[src/rtl/spi_irq_pkg.sv]
package spi_irq_pkg;

   // Byte offsets of the interrupt register set
   localparam logic [7:0] OFS_STATUS = 8'h04;
   localparam logic [7:0] OFS_MSET   = 8'h08;
   localparam logic [7:0] OFS_MCLR   = 8'h0C;
   localparam logic [7:0] OFS_MASK   = 8'h10;
   localparam logic [7:0] OFS_CTRL   = 8'h14;
   localparam logic [7:0] OFS_WMARK  = 8'h28;

   typedef enum logic [2:0] {
      SEL_NONE,
      SEL_STATUS,
      SEL_MSET,
      SEL_MCLR,
      SEL_MASK,
      SEL_CTRL,
      SEL_WMARK
   } reg_sel_e;

endpackage

[src/rtl/spi_irq_decode.sv]
module spi_irq_decode
   import spi_irq_pkg::*;
#(
   parameter int ADDR_W = 6
) (
   input  logic [ADDR_W-1:0] addr,
   output reg_sel_e          sel
);

   always_comb begin
      if (addr == ADDR_W'(OFS_STATUS))      sel = SEL_STATUS;
      else if (addr == ADDR_W'(OFS_MSET))   sel = SEL_MSET;
      else if (addr == ADDR_W'(OFS_MCLR))   sel = SEL_MCLR;
      else if (addr == ADDR_W'(OFS_MASK))   sel = SEL_MASK;
      else if (addr == ADDR_W'(OFS_CTRL))   sel = SEL_CTRL;
      else if (addr == ADDR_W'(OFS_WMARK))  sel = SEL_WMARK;
      else                                  sel = SEL_NONE;
   end

endmodule

[src/rtl/spi_irq_status.sv]
module spi_irq_status #(
   parameter int                 NUM_SRC   = 7,
   parameter logic [NUM_SRC-1:0] LIVE_MASK = '0
) (
   input  logic               clk,
   input  logic               rst_n,
   input  logic [NUM_SRC-1:0] evt_i,
   input  logic               clr_en,
   input  logic [NUM_SRC-1:0] clr_bits,
   output logic [NUM_SRC-1:0] status_o
);

   for (genvar b = 0; b < NUM_SRC; b++) begin : g_bit
      if (LIVE_MASK[b]) begin : g_live
         // Mirrors a FIFO level; software clears do not reach it
         logic unused_clr;
         assign unused_clr  = clr_bits[b];
         assign status_o[b] = evt_i[b];
      end else begin : g_latch
         logic bit_q;
         always_ff @(posedge clk or negedge rst_n) begin
            if (!rst_n)
               bit_q <= 1'b0;
            else
               // clear first, then OR the event so a same-edge set survives
               bit_q <= (bit_q & ~(clr_en & clr_bits[b])) | evt_i[b];
         end
         assign status_o[b] = bit_q;
      end
   end

endmodule

[src/rtl/spi_irq_mask.sv]
module spi_irq_mask #(
   parameter int NUM_SRC = 7
) (
   input  logic               clk,
   input  logic               rst_n,
   input  logic               set_en,
   input  logic               clr_en,
   input  logic [NUM_SRC-1:0] bits,
   output logic [NUM_SRC-1:0] mask_o
);

   logic [NUM_SRC-1:0] mask_q;
   logic [NUM_SRC-1:0] set_v;
   logic [NUM_SRC-1:0] clr_v;

   assign set_v = set_en ? bits : '0;
   assign clr_v = clr_en ? bits : '0;

   always_ff @(posedge clk or negedge rst_n) begin
      if (!rst_n)
         mask_q <= '0;
      else
         mask_q <= (mask_q | set_v) & ~clr_v;
   end

   assign mask_o = mask_q;

endmodule

[src/rtl/spi_irq_regfile.sv]
module spi_irq_regfile
   import spi_irq_pkg::*;
#(
   parameter int                ADDR_W    = 6,
   parameter int                DATA_W    = 32,
   parameter int                NUM_SRC   = 7,
   parameter logic [DATA_W-1:0] LIVE_MASK = 32'h0000_0018,
   parameter int                WM_W      = 7,
   parameter int                WM_RESET  = 1
) (
   input  logic              clk,
   input  logic              rst_n,
   input  logic              bus_wr,
   input  logic [ADDR_W-1:0] bus_addr,
   input  logic [DATA_W-1:0] bus_wdata,
   output logic [DATA_W-1:0] bus_rdata,
   input  logic [NUM_SRC-1:0] evt_i,
   output logic              irq_o,
   output logic              ctrl_en_o,
   output logic [WM_W-1:0]   tx_wmark_o
);

   localparam logic [NUM_SRC-1:0] SRC_LIVE = LIVE_MASK[NUM_SRC-1:0];

   // Elaboration-time parameter checks
   if (NUM_SRC < 1 || NUM_SRC > DATA_W) begin : g_bad_src
      $error("spi_irq_regfile: NUM_SRC out of range");
   end
   if (WM_W < 1 || WM_W > DATA_W) begin : g_bad_wm
      $error("spi_irq_regfile: WM_W out of range");
   end
   if (WM_RESET < 0 || WM_RESET >= (1 << WM_W)) begin : g_bad_wmr
      $error("spi_irq_regfile: WM_RESET does not fit WM_W");
   end
   if (ADDR_W < 6) begin : g_bad_addr
      $error("spi_irq_regfile: ADDR_W too small for the register offsets");
   end

   reg_sel_e           sel;
   logic               wr_status, wr_mset, wr_mclr, wr_ctrl, wr_wmark;
   logic [NUM_SRC-1:0] status_w;
   logic [NUM_SRC-1:0] mask_w;
   logic [NUM_SRC-1:0] src_wdata;
   logic               ctrl_q;
   logic [WM_W-1:0]    wm_q;
   logic [DATA_W-1:0]  rdata_c;
   logic               unused_bus;

   assign src_wdata  = bus_wdata[NUM_SRC-1:0];
   assign unused_bus = ^bus_wdata;

   spi_irq_decode #(.ADDR_W(ADDR_W)) u_decode (
      .addr (bus_addr),
      .sel  (sel)
   );

   assign wr_status = bus_wr && (sel == SEL_STATUS);
   assign wr_mset   = bus_wr && (sel == SEL_MSET);
   assign wr_mclr   = bus_wr && (sel == SEL_MCLR);
   assign wr_ctrl   = bus_wr && (sel == SEL_CTRL);
   assign wr_wmark  = bus_wr && (sel == SEL_WMARK);

   spi_irq_status #(
      .NUM_SRC   (NUM_SRC),
      .LIVE_MASK (SRC_LIVE)
   ) u_status (
      .clk      (clk),
      .rst_n    (rst_n),
      .evt_i    (evt_i),
      .clr_en   (wr_status),
      .clr_bits (src_wdata),
      .status_o (status_w)
   );

   spi_irq_mask #(.NUM_SRC(NUM_SRC)) u_mask (
      .clk    (clk),
      .rst_n  (rst_n),
      .set_en (wr_mset),
      .clr_en (wr_mclr),
      .bits   (src_wdata),
      .mask_o (mask_w)
   );

   always_ff @(posedge clk or negedge rst_n) begin
      if (!rst_n) begin
         ctrl_q <= 1'b0;
         wm_q   <= WM_W'(WM_RESET);
      end else begin
         if (wr_ctrl)  ctrl_q <= bus_wdata[0];
         if (wr_wmark) wm_q   <= bus_wdata[WM_W-1:0];
      end
   end

   always_comb begin
      rdata_c = '0;
      unique case (sel)
         SEL_STATUS: rdata_c[NUM_SRC-1:0] = status_w;
         SEL_MASK:   rdata_c[NUM_SRC-1:0] = mask_w;
         SEL_CTRL:   rdata_c[0]           = ctrl_q;
         SEL_WMARK:  rdata_c[WM_W-1:0]    = wm_q;
         default:    rdata_c              = '0;
      endcase
   end

   assign bus_rdata  = rdata_c;
   assign irq_o      = |(status_w & mask_w);
   assign ctrl_en_o  = ctrl_q;
   assign tx_wmark_o = wm_q;

endmodule

[config.mk]
export PLATFORM = sky130hd
export DESIGN_NAME = spi_irq_regfile
export DESIGN_NICKNAME = d
export VERILOG_FILES = /design/src/rtl/spi_irq_pkg.sv /design/src/rtl/spi_irq_decode.sv /design/src/rtl/spi_irq_status.sv /design/src/rtl/spi_irq_mask.sv /design/src/rtl/spi_irq_regfile.sv
export SDC_FILE = /design/constraint.sdc
export NUM_CORES = 1
export LEC_CHECK = 0
export BUFFER_PORTS_ARGS = -buffer_cell sky130_fd_sc_hd__buf_2
export CAP_MARGIN = 20
export CORE_MARGIN = 5
export CORE_UTILIZATION = 44
export CTS_CLUSTER_SIZE = 12
export DETAILED_ROUTE_END_ITERATION = 16
export GPL_TIMING_DRIVEN = 0
export PLACE_DENSITY = 0.95
export SYNTH_ARGS = -nofsm -noshare
export SYNTH_HDL_FRONTEND = slang
export SYNTH_SLANG_ARGS = --single-unit
export TNS_END_PERCENT = 10
[constraint.sdc]
create_clock -name clk -period 5 [get_ports clk]
set_input_delay 1 -clock clk [delete_from_list [all_inputs] [get_ports clk]]
set_output_delay 1 -clock clk [all_outputs]
set_load 0.02 [all_outputs]
==> out/results.txt <==
Hold Path End -> tx_wmark_o[3]$_DFFE_PN0P_
GRT Util Overall -> 0.150
Avg WL per Cell -> 14.4 µm
Final GP Congestion -> 0.743
GRT Residual Overflow -> 0
DRT antenna net count -> 0
Io pins -> 89
Clock slew at reported path FFs -> 110 ps
Worst reg2reg setup slack -> 4210 ps
Largest fanout on the critical path -> 6
Clock Skew -> 0 ps
Pre-CTS WS -> 1450 ps
Largest net degree at the start of global routing -> 21
Post-synth EDFFs -> 0
Status -> completed
Mapped Avg Cell Area -> 10.3 µm²
Layout cells sized above 1 -> 0.424
Remaining DRCs -> 0
Hold Path Class -> register to register
Hold path depth -> 1
Drt pass-1 iters -> 4
Worst r2r src -> u_mask.mask_o[1]$_DFF_PN0_
Clock Tree Buf Depth -> 2
CP Data Arrival Time -> 2570 ps
Worst hold start -> tx_wmark_o[3]$_DFFE_PN0P_
# setup viols final -> 0
Nets@finish -> 240
Post-synth top cells -> 25 x buf_4, 19 x a31oi_1, 19 x dfrtp_1
Count leader, synth -> buf_4
R2R cell count -> 2
RSZ-0062 raised after global routing -> no
Critical setup path kind -> input pin to output pin
Vias in the first global route -> 1107
Inserted Diodes -> 0
Final period utilization -> 0.713
Via Count -> 1122
Worst slew margin -> 0.372
Vias per cell -> 5.05
Hold-fix buffers, CTS -> 0
CP Launch Point -> bus_addr[2]
Synth area leaders -> dfrtp_1 37%, buf_4 15%, a31oi_1 9.2%, mux2_4 8.2%, a22oi_1 4.7%
Fillers -> 259
Die W -> 64.1 µm
Post-synth ARST share -> 1.00
Port bufs -> 37
Die H -> 64.1 µm
Clk root buf -> clkbuf_4
Final core utilization -> 0.586
Die area -> 4100 µm²
Register area share after synthesis -> 0.390
Setup TNS -> 0 ps
Post-CTS Setup Bufs -> 0
Endpoint class of the critical path -> output pin
CTS sink cnt -> 20
Core Area -> 2780 µm²
Ys Warns -> 0
Power density cells -> 247 nW/µm²
Clock insertion delay at the later pin of the skew report -> 310 ps
TritonCTS Buffers -> 3
Pleak -> 0.000845 µW
Final hold vios -> 0
First-pass GRT wire length -> 5.03 mm
Max-capacitance violation count -> 0
Detail Placement HPWL -> 2.48 mm
Netlist Area Pre-Place -> 1290 µm²
VDD IR max -> 0.000164 V
Reg-to-Reg End -> u_mask.mask_o[1]$_DFF_PN0_
Fmax -> 280 MHz
Count of final max-slew check failures -> 0
Tmin final -> 3570 ps
Worst EP required -> 4000 ps
Final worst slack -> 1430 ps
CTS tree -> built
Distinct cells, synth -> 31
Slew @ Worst Pin -> 934 ps
Critical path startpoint category -> input pin
Synth area leader -> dfrtp_1
Starting density of the core -> 0.462
Cell Rows -> 19
Synth top area share -> 0.370
Initial antenna violation count -> 0
Main flop type after synthesis -> dfrtp_1
Area Overhead vs Synth -> 26.8%
Synth Register Bits -> 20
Mapped Cells -> 125
H-tree depth -> 1
Post-cts sizing count -> 0
Initial DRC Count -> 72
WL final -> 3.19 mm
-- power by group --
| group | switching (µW) | total (µW) | leakage [µW] | internal (µW) |
|---|---|---|---|---|
| clock | 50.4 | 81.6 | 0.0000150 | 31.2 |
| sequential | 16.0 | 198 | 0.000235 | 182 |
| combinational | 68.3 | 123 | 0.000595 | 54.7 |
| total | 135 | 403 | 0.000845 | 268 |
-- cell type report --
| class | instances | area, µm² | share of cell area |
|---|---|---|---|
| Buffer | 30 | 224 | 0.137 |
| Multi-Input combinational cell | 94 | 632 | 0.388 |
| Clock buffer | 4 | 26.3 | 0.0161 |
| Sequential cell | 20 | 502 | 0.308 |
| Timing Repair Buffer | 38 | 189 | 0.116 |
| Inverter | 5 | 18.8 | 0.0115 |
| Tap cell | 31 | 38.8 | 0.0238 |
-- per-layer routing --
layer	up-vias	GRT usage	wire [µm]
met5	-	0	0
met4	0	0.0597	45
met3	4	0.0315	312
met2	61	0.245	1610
met1	510	0.193	1220
li1	547	-	-
-- flip-flops by register name (all words and copies together), names as in the netlist --
signal / flops
ctrl_en_o: 1
tx_wmark_o: 7
u_mask.mask_o: 7
u_status.g_bit.g_latch.bit_q: 5
-- cells by family (layout without fill, tap and decap cells) --
logic type	count (synthesis)	count (layout)	synth area share
compound gates	35	35	0.195
buf+inv	35	77	0.189
simple gates	24	24	0.119
flops	20	20	0.390
mux	9	9	0.0982
other cells	1	25	0.00292
xor+xnor	1	1	0.00681
-- placed cells by master (no fill, tap or decap), drive strengths merged --
cell type,Yosys,layout
buf,28,66
conb,1,25
a31oi,19,19
dfrtp,19,19
a22oi,8,8
mux2,8,8
nor2,7,7
o2bb2ai,6,6
clkbuf,2,6
inv,5,5
nor2b,3,3
nor3,3,3
nand3b,2,2
nand2,2,2
nor4,1,1
or4,1,1
or4b,1,1
xnor2,1,1
nor4b,1,1
and2,1,1
mux2i,1,1
a211o,1,1
a222oi,1,1
nand3,1,1
and2b,1,1
dfstp,1,1
-- through the flow --
step	cell area, µm²	total power (µW)	hold slack, ps	instances
after floorplan	1380	285	535	149
after global placement	1600	319	520	217
after detailed placement	1600	323	523	218
after CTS	1630	402	552	222
after global routing	1630	424	562	222
final	1630	403	554	222
-- how the worst max path moves through the flow --
stage	end	cells after the start
4_1_cts	bus_rdata[2]	6
3_5_place_dp	bus_rdata[2]	6
6_report	bus_rdata[2]	6
5_1_grt	bus_rdata[4]	6
2_1_floorplan	bus_rdata[0]	3
3_3_place_gp	bus_rdata[0]	5
-- critical path, stage by stage --
cell and delay [ps]:
buf_2 130, nand3b_1 160, nor4_1 720, buf_1 230, o2bb2ai_1 140, buf_2 180
No activity file was read; power rests on OpenSTA's default activity.
